===== src/rtl/pgw_pkg.sv =====
package pgw_pkg;
  typedef enum logic [1:0] {
    ST_IDLE = 2'd0,
    ST_LOAD = 2'd1,
    ST_PROG = 2'd2
  } pgw_state_e;
endpackage


===== src/rtl/pgw_gap_timer.sv =====
// Counts ticks since the last accepted load; reports the accept window and expiry.
module pgw_gap_timer #(
  parameter int BLC_CYC = 25000,
  parameter int TMO_CYC = 50000
) (
  input  logic clk,
  input  logic rst_n,
  input  logic tick,
  input  logic run,
  input  logic restart,
  output logic window_open,
  output logic expire
);
  localparam int CW = $clog2(TMO_CYC + 1);

  logic [CW-1:0] gap_q;

  function automatic logic at_limit(input logic [CW-1:0] v);
    return v == CW'(TMO_CYC - 1);
  endfunction

  always_ff @(posedge clk) begin
    if (!rst_n)              gap_q <= '0;
    else if (restart)        gap_q <= '0;
    else if (run && tick)    gap_q <= gap_q + 1'b1;
  end

  assign window_open = gap_q < CW'(BLC_CYC);
  assign expire      = run && tick && !restart && at_limit(gap_q);
endmodule


===== src/rtl/pgw_prog_timer.sv =====
// Fixed-length programming cycle counter.
module pgw_prog_timer #(
  parameter int PROG_CYC = 1250000
) (
  input  logic clk,
  input  logic rst_n,
  input  logic tick,
  input  logic run,
  input  logic start,
  output logic done
);
  localparam int PW = $clog2(PROG_CYC + 1);

  logic [PW-1:0] cnt_q;

  always_ff @(posedge clk) begin
    if (!rst_n)           cnt_q <= '0;
    else if (start)       cnt_q <= '0;
    else if (run && tick) cnt_q <= cnt_q + 1'b1;
  end

  assign done = run && tick && (cnt_q == PW'(PROG_CYC - 1));
endmodule


===== src/rtl/pgw_page_buffer.sv =====
// Slot storage, loaded flags, page register and last-byte register.
module pgw_page_buffer #(
  parameter int ADDR_W     = 18,
  parameter int DATA_W     = 8,
  parameter int PAGE_BYTES = 128
) (
  input  logic                         clk,
  input  logic                         rst_n,
  input  logic                         wr_en,
  input  logic [ADDR_W-1:0]            wr_addr,
  input  logic [DATA_W-1:0]            wr_data,
  input  logic                         clear,
  output logic [ADDR_W-$clog2(PAGE_BYTES)-1:0] page_q,
  output logic [DATA_W-1:0]            last_q,
  output logic [PAGE_BYTES-1:0]        mask_q,
  output logic [PAGE_BYTES*DATA_W-1:0] flat_data
);
  localparam int OFF_W  = $clog2(PAGE_BYTES);
  localparam int PAGE_W = ADDR_W - OFF_W;

  function automatic logic [OFF_W-1:0] offset_of(input logic [ADDR_W-1:0] a);
    return a[OFF_W-1:0];
  endfunction

  function automatic logic [PAGE_W-1:0] page_of(input logic [ADDR_W-1:0] a);
    return a[ADDR_W-1:OFF_W];
  endfunction

  logic [OFF_W-1:0] wr_off;
  assign wr_off = offset_of(wr_addr);

  always_ff @(posedge clk) begin
    if (!rst_n) begin
      page_q <= '0;
      last_q <= '0;
    end else if (wr_en) begin
      page_q <= page_of(wr_addr);
      last_q <= wr_data;
    end
  end

  always_ff @(posedge clk) begin
    if (!rst_n || clear) mask_q <= '0;
    else if (wr_en)      mask_q[wr_off] <= 1'b1;
  end

  for (genvar b = 0; b < PAGE_BYTES; b++) begin : g_slot
    logic [DATA_W-1:0] slot_q;
    always_ff @(posedge clk) begin
      if (!rst_n)                               slot_q <= '0;
      else if (wr_en && wr_off == OFF_W'(b))    slot_q <= wr_data;
    end
    assign flat_data[b*DATA_W +: DATA_W] = mask_q[b] ? slot_q : {DATA_W{1'b1}};
  end
endmodule


===== src/rtl/pgw_poll_status.sv =====
// Read path: polling/toggle status while busy, last byte while idle.
module pgw_poll_status #(
  parameter int DATA_W = 8
) (
  input  logic              clk,
  input  logic              rst_n,
  input  logic              rd_en,
  input  logic              busy,
  input  logic [DATA_W-1:0] last_data,
  output logic [DATA_W-1:0] rd_data,
  output logic              tog_q
);
  function automatic logic [DATA_W-1:0] poll_word(input logic msb, input logic tg);
    logic [DATA_W-1:0] w;
    w = '0;
    w[DATA_W-1] = ~msb;
    w[DATA_W-2] = tg;
    return w;
  endfunction

  always_ff @(posedge clk) begin
    if (!rst_n) begin
      rd_data <= '0;
      tog_q   <= 1'b0;
    end else if (rd_en) begin
      if (busy) begin
        tog_q   <= ~tog_q;
        rd_data <= poll_word(last_data[DATA_W-1], ~tog_q);
      end else begin
        rd_data <= last_data;
      end
    end
  end
endmodule


===== src/rtl/page_load_ctrl.sv =====
module page_load_ctrl
  import pgw_pkg::*;
#(
  parameter int ADDR_W     = 18,
  parameter int DATA_W     = 8,
  parameter int PAGE_BYTES = 128,
  parameter int BLC_CYC    = 25000,
  parameter int TMO_CYC    = 50000,
  parameter int PROG_CYC   = 1250000
) (
  input  logic                                 clk,
  input  logic                                 rst_n,
  input  logic                                 tmr_tick,
  input  logic                                 ld_en,
  input  logic [ADDR_W-1:0]                    ld_addr,
  input  logic [DATA_W-1:0]                    ld_data,
  input  logic                                 ld_permit,
  input  logic                                 rd_en,
  output logic [DATA_W-1:0]                    rd_data,
  output logic                                 busy,
  output logic                                 commit_valid,
  output logic [ADDR_W-$clog2(PAGE_BYTES)-1:0] commit_page,
  output logic [PAGE_BYTES*DATA_W-1:0]         commit_data,
  output logic [PAGE_BYTES-1:0]                commit_mask
);
  pgw_state_e state_q, state_d;

  // Named internal events
  logic in_load, in_prog, window_open, load_accept, load_expire, prog_done;
  logic [PAGE_BYTES-1:0] buf_mask;
  logic [DATA_W-1:0]     last_q;
  logic                  last_msb;
  logic                  tog_q;

  assign in_load     = (state_q == ST_LOAD);
  assign in_prog     = (state_q == ST_PROG);
  assign load_accept = ld_en && ld_permit &&
                       ((state_q == ST_IDLE) || (in_load && window_open));
  assign last_msb    = last_q[DATA_W-1];

  always_comb begin
    state_d = state_q;
    unique case (state_q)
      ST_IDLE: if (load_accept) state_d = ST_LOAD;
      ST_LOAD: if (load_expire) state_d = ST_PROG;
      ST_PROG: if (prog_done)   state_d = ST_IDLE;
      default:                  state_d = ST_IDLE;
    endcase
  end

  always_ff @(posedge clk) begin
    if (!rst_n) state_q <= ST_IDLE;
    else        state_q <= state_d;
  end

  pgw_gap_timer #(.BLC_CYC(BLC_CYC), .TMO_CYC(TMO_CYC)) u_gap (
    .clk(clk), .rst_n(rst_n), .tick(tmr_tick), .run(in_load),
    .restart(load_accept), .window_open(window_open), .expire(load_expire)
  );

  pgw_prog_timer #(.PROG_CYC(PROG_CYC)) u_prog (
    .clk(clk), .rst_n(rst_n), .tick(tmr_tick), .run(in_prog),
    .start(load_expire), .done(prog_done)
  );

  pgw_page_buffer #(.ADDR_W(ADDR_W), .DATA_W(DATA_W), .PAGE_BYTES(PAGE_BYTES)) u_buf (
    .clk(clk), .rst_n(rst_n), .wr_en(load_accept), .wr_addr(ld_addr),
    .wr_data(ld_data), .clear(prog_done), .page_q(commit_page),
    .last_q(last_q), .mask_q(buf_mask), .flat_data(commit_data)
  );

  pgw_poll_status #(.DATA_W(DATA_W)) u_poll (
    .clk(clk), .rst_n(rst_n), .rd_en(rd_en), .busy(in_prog),
    .last_data(last_q), .rd_data(rd_data), .tog_q(tog_q)
  );

  assign busy         = in_prog;
  assign commit_valid = prog_done;
  assign commit_mask  = buf_mask;
endmodule


===== config.mk =====
export PLATFORM = sky130hd
export DESIGN_NAME = page_load_ctrl
export DESIGN_NICKNAME = d
export VERILOG_FILES = /design/src/rtl/pgw_pkg.sv /design/src/rtl/pgw_gap_timer.sv /design/src/rtl/pgw_prog_timer.sv /design/src/rtl/pgw_page_buffer.sv /design/src/rtl/pgw_poll_status.sv /design/src/rtl/page_load_ctrl.sv
export SDC_FILE = /design/constraint.sdc
export NUM_CORES = 2
export LEC_CHECK = 0
export BUFFER_PORTS_ARGS = -buffer_cell sky130_fd_sc_hd__buf_2
export CAP_MARGIN = 20
export CORE_AREA = 8 8 462 464
export CTS_CLUSTER_SIZE = 40
export DETAILED_ROUTE_END_ITERATION = 10
export DIE_AREA = 0 0 470 472
export PLACE_DENSITY_LB_ADDON = 0.05
export SLEW_MARGIN = 20
export SYNTH_ARGS = -nofsm -noshare
export SYNTH_HDL_FRONTEND = slang
export SYNTH_SLANG_ARGS = --single-unit

===== constraint.sdc =====
create_clock -name clk -period 2.4 [get_ports clk]
set_input_delay 0.48 -clock clk [delete_from_list [all_inputs] [get_ports clk]]
set_output_delay 0.48 -clock clk [all_outputs]
set_load 0.005 [all_outputs]

## Word-level counts from Yosys, hierarchy flattened

Index checks and enable logic that the tools add are counted.

| cells by class | value |
|---|---|
| add/subtract/negate cells | 2 |
| $lt $le $gt $ge | 3 |
| equal/unequal tests | 134 |
| mux-type cells | 135 |
| bitwise logic cells | 4 |
| reduce and logical (&&, ||, !) cells | 147 |

Operators by type and width:

| operator | count |
|---|---|
| 8-bit two-way mux | 129 |
| 7-bit == test, second input constant | 64 |
| 7-bit by 6-bit == test with 1-bit output, second input constant | 32 |
| 1-bit logical AND | 137 |
| 128-bit bitwise OR | 1 |
| 7-bit by 5-bit == test with 1-bit output, second input constant | 16 |
| 7-bit by 4-bit == test with 1-bit output, second input constant | 8 |
| 7-bit by 3-bit == test with 1-bit output, second input constant | 4 |
| 21-bit by 1-bit adder with 21-bit output, second input constant | 1 |
| 21-bit == test, second input constant | 1 |
| 16-bit by 1-bit adder with 16-bit output, second input constant | 1 |
| 16-bit == test, second input constant | 1 |
| 16-bit by 15-bit < comparator with 1-bit output, second input constant | 1 |
| 7-bit by 2-bit == test with 1-bit output, second input constant | 2 |
| 7-bit by 8-bit < comparator with 1-bit output, second input constant | 1 |
| 1-bit demux with 7-bit select | 1 |
| 7-bit by 1-bit == test with 1-bit output, second input constant | 1 |
| 7-bit by 1-bit greater-or-equal comparator with 1-bit output, second input constant | 1 |
| 7-bit zero test | 1 |
| 2-bit two-way mux | 3 |
| 2-bit by 1-bit != test with 1-bit output, second input constant | 3 |
| 2-bit one-hot mux with 3 select lines | 1 |
| 2-bit OR reduction | 2 |
| 1-bit inverter | 3 |
| other kinds (8) | 10 |

| word-level totals | value |
|---|---|
| register bits after elaboration | 1219 |
| input bits | 32 |
| output and inout port bits | 1173 |
| word-level logic and storage cells | 561 |

## Logic depth before layout (Yosys ltp)

| logic depth | value |
|---|---|
| depth after elaboration | 9 |
| gate-level depth with buffers | 9 |
| gate-level depth less buffers | 5 |

## Cells and area by module

Synthesis repeated with hierarchy kept, for this count alone.

| unflattened totals | value |
|---|---|
| cell total of the unflattened synthesis | 5307 |
| area, all modules | 50526.0 um^2 |

Modules (own cells, without submodules):

| module | instances | cells an instance | area an instance (um^2) | sequential area each (um^2) |
|---|---|---|---|---|
| pgw_page_buffer | 1 | 5035 | 48166.2 | 23442.5 |
| pgw_prog_timer | 1 | 123 | 1051.0 | 420.4 |
| pgw_gap_timer | 1 | 94 | 792.0 | 320.3 |
| pgw_poll_status | 1 | 41 | 399.1 | 180.2 |
| page_load_ctrl | 1 | 14 | 117.6 | 40.0 |

## Worst setup path before layout

Ideal clock, no wire load.

| path | value |
|---|---|
| path kind | in2reg |
| start point | input ld_addr[2] |
| end point | register u_buf.g_slot[94].slot_q[0] |
| setup time | 72 ps |
| data arrival time | 1978 ps |
| required time | 2328 ps |
| path slack | 350 ps |
| cell stages on the path | 5 |
| path buffers | 2 |
| cell sequence | buf_2 clkbuf_1 nand4b_1 a2111oi_4 mux2i_1 |

| between the ends | value |
|---|---|
| longest elaborated chain between the ends | 2 |

Ends and longest elaborated chain:

| what | RTL line | RTL |
|---|---|---|
| from (decl) | page_load_ctrl.sv:15 | `input logic [ADDR_W-1:0] ld_addr,` |
| 7-bit == test | pgw_page_buffer.sv:51 | `else if (wr_en && wr_off == OFF_W'(b)) slot_q <= wr_data;` |
| 1-bit logical AND | pgw_page_buffer.sv:51 |  |
| to (signal assigned) | pgw_page_buffer.sv:51 |  |
| to (decl) | pgw_page_buffer.sv:48 | `logic [DATA_W-1:0] slot_q;` |

Every way passes these cells.
A chain may end at the register's enable or synchronous reset.

## Worst setup path after layout

| path | value |
|---|---|
| start point | register state_q[0] |
| end point | output commit_valid |

| between the ends | value |
|---|---|
| longest elaborated chain between the ends | 3 |

Ends and longest elaborated chain:

| what | RTL line | RTL |
|---|---|---|
| from (decl) | page_load_ctrl.sv:26 | `pgw_state_e state_q, state_d;` |
| from (signal assigned) | page_load_ctrl.sv:53 | `else state_q <= state_d;` |
| 2-bit == test | page_load_ctrl.sv:36 | `assign in_prog = (state_q == ST_PROG);` |
| 1-bit logical AND (2 in a row) | pgw_prog_timer.sv:22 | `assign done = run && tick && (cnt_q == PW'(PROG_CYC - 1));` |
| to (decl) | page_load_ctrl.sv:21 | `output logic commit_valid,` |

Every way passes these cells.

==> results.md <==
- Status: finished with violations
- Failing checks: negative setup slack
- Buffers on Ports: approximately 1,200
- Crit path arrival time: around 1.9 ns
- Maximum clock path buffer count: 3
- Inst Count DP: 9,227
- TNS Setup: -0.002481 ns
- Setup ws final: -0.002481 ns
- Top Family by Delay on Critical Path: simple AND/OR/NAND/NOR gates
- CTS Buf Count: 151
- Syn Area/Cell: roughly 9.4 µm²
- Initial core utilization: 0.2485
- Max VDD drop: between 0.6 and 0.7 mV
- Post-route DRC: 0
- Gate power share: 0.041
- Post-synth top flop: dfxtp_1
- Yosys warns: 0
- DR vias/cell: 4.442
- Setup crit start kind: flop
- Setup violators final: 1
- Number of distinct library cells after synthesis: between 50 and 60
- Sequential-to-total area share from yosys stat: 0.4766
- Pre-CTS WS: -0.3296 ns
- Seq pwr share: 0.456
- Hold_ws: approximately 0.10 ns
- Die Area: around 220,000 µm²
- Number of flops mapped to enable cells by yosys: 0
- Hpwl dp: between 150,000 and 200,000 µm
- PD cells: roughly 660 nW/µm²
- Min Tclk post-route: roughly 2.4 ns
- Hold Path Cell Cnt: 3
- Max-Cap Viols: 0
- Async set or reset register ratio after synthesis: 0
- P_sw: about 11 mW
- CTS tree: yes
- Gr ovfl total: 0
- Worst slew pin tran: roughly 0.78 ns
- Count of pins over their slew limit: 0
- GR Util All Layers: 0.2101
- Synth Register Bits: 1,219
- Slowest stage delay, CP: 0.33 ns
- H-tree Lvls: 4
- Die Ht: approximately 470 µm
- RSZ-0062 raised after global routing: yes
- Synthesized Nets: between 5,000 and 6,000
- Die Width: roughly 470 µm
- Drt initial violations: 2,321
- Routed len/inst: ~26 µm
- Root buffer cell: clkbuf_16
- Post-route ant nets: 0
- HP Start: ld_permit
- Setup crit end kind: output pin
- Fmax: around 420 MHz
- Cells after Synth: about 5,500
- Fillcell total: 21,690
- Vias in the first global route: 43,480
- Crit Path Class: flop to output pin
- Slowest stage cell, crit path: dfxtp_2
- Finished Layout Cells: around 9,500
- Sw Share: 0.2373
- Top fanout value on the critical path: 5
- Largest net degree at the start of global routing: 109
- Synthesized area: roughly 51,000 µm²
- Initial antenna violation count: 17
- Final nets: ~6,700
- Final Hold Viols: 0
- Worst reg2reg path startpoint: u_prog.cnt_q[13]
- Register area: roughly 24,000 µm²
- Drt pass-1 iters: 7
- Clk_lat worst skew: 0.79 ns
- Crit path cell chain: and3b_1 > nand4_1 > nor3_2 > buf_4
- Slew HR: 0.4773
- Area growth syn-to-layout: 31.65%
- Clk pwr share: 0.502
- Register-to-Register Path Depth: 7
- Worst hold path type: input pin to flop
- Multi-input logic area: 24,640 µm²
- Critical path depth in cells: 4
- CP bufs+invs: 1
- I/O pin cnt: between 1,000 and 1,500
- Critical Path RT: approximately 1.9 ns
- Row count: about 170
- Vias: ~42,000
- Pint: ~34 mW
- Clk sinks: around 1,200
- Leak pwr: roughly 30 nW
- First-pass GRT wire length: ~340,000 µm
- CP startpoint: state_q[0]
- Final setup skew: ~0.034 ns
- Routed WL: between 200,000 and 250,000 µm
- RePlAce Congestion: a little under 0.8
- Core footprint: roughly 200,000 µm²
- Period utilisation layout: 1.001
- Share of layout cells above drive strength 1: 0.2687
- Clock slew at reported path FFs: about 0.05 ns
flip-flops by register name, summed over array words and instances, names as in the netlist:
signal / cells
state_q: 2
u_buf.g_slot.slot_q: 1024
u_buf.last_q: 8
u_buf.mask_q: 128
u_buf.page_q: 11
u_gap.gap_q: 16
u_poll.rd_data: 8
u_poll.tog_q: 1
u_prog.cnt_q: 21
per-stage QoR:
stage                     power (mW)  area, µm²  utilization
final                          44.54      67400       0.3272
after global placement         22.66      62350       0.3027
after detailed placement       22.65      62350       0.3027
after CTS                      45.41      67280       0.3266
after floorplan                21.54      51200            -
after global routing           46.20      67400       0.3271
tightest hold or removal path: stages:
cell     delay [ns]
buf_2          0.13
a21oi_1        0.16
nor4_1         0.06
power by group through the flow:
stage               Clock (mW)  Sequential, mW  Combinational [mW]
finish                    22.4            20.3                1.84
global placement             0            20.8                1.89
floorplan                    0            20.8               0.779
detailed placement           0            20.8                1.88
global route              23.9            20.3                1.96
CTS                       23.2            20.3                1.91
layer usage:
layer	track usage	wire, µm
met5	0	0
met3	0.06218	16100
met4	0.06157	7151
met2	0.3524	113800
met1	0.2615	107400
cell usage in the layout (no fill, tap or decap), types with 10 or more instances in the layout:
master and instances:
nor3_1 22, o2111ai_1 102, buf_12 89, nor4_1 18
clkbuf_8 26, mux2i_1 1050, xnor2_1 17, clkbuf_1 49
nor2_1 23, or4_1 11, a21oi_1 143, nand4_1 10
nand2_1 1082, dlygate4sd3_1 11, dfxtp_1 1182, clkbuf_16 155
inv_1 138, nand2b_1 1023, buf_2 1202, o21ai_1 14
dfxtp_2 35, buf_4 230
synthesized netlist by cell type, types with 8 or more instances:
| library cell | n | area share |
|---|---|---|
| nor2_1 | 24 | 0.0018 |
| xnor2_1 | 17 | 0.0029 |
| clkbuf_1 | 276 | 0.020 |
| o2111ai_1 | 108 | 0.018 |
| nand2b_1 | 1027 | 0.13 |
| o31ai_1 | 10 | 0.0015 |
| or4_1 | 11 | 0.0016 |
| nor4_1 | 21 | 0.0026 |
| nand2_1 | 1090 | 0.080 |
| o21ai_0 | 10 | 0.00098 |
| dfxtp_1 | 1219 | 0.48 |
| a21oi_1 | 143 | 0.014 |
| mux2i_1 | 1050 | 0.21 |
| nand3_1 | 8 | 0.00078 |
| o21ai_1 | 13 | 0.0013 |
| nor3_1 | 26 | 0.0025 |
| or3_1 | 8 | 0.00098 |
| buf_2 | 174 | 0.017 |
| nand4_1 | 10 | 0.0012 |
| inv_1 | 138 | 0.010 |
layout make-up:
class,instances,area share
clock inverter,24,0.004771
sequential,1219,0.3628
inverter,138,0.007685
antenna,5,0.0001856
timing repair buffer,1533,0.1432
tap,2704,0.05019
multi-input combinational,3649,0.3656
clock buffer,230,0.06558
final timing paths:
path                           endpoint  slack [ns]
max                        commit_valid      -0.002
min reg2reg  u_buf.g_slot[87].slot_q[5]        0.45
min                          state_q[0]        0.10
max reg2reg            u_buf.mask_q[50]        0.16
repair_timing:
| action | in CTS | in global routing |
|---|---|---|
| setup endpoints to repair | 104 | 21 |
| setup buffers | 1 | 4 |
| endpoints found under the hold margin | 11 | 0 |
| pin swaps | 1 | 6 |
| hold buffers | 11 | 0 |
| resized for setup | 37 | 18 |
cells by family (layout without fill, tap and decap cells):
group,Yosys count,in the layout,synth area share
mux,1050,1050,0.2053
xor+xnor,22,22,0.003763
flops,1219,1219,0.4766
other cells,0,5,0
simple gates,2274,2274,0.2255
compound gates,301,301,0.03949
fa+ha+maj,2,2,0.0004887
buf+inv,597,1925,0.04883
Power figures use the tool's default switching activity.
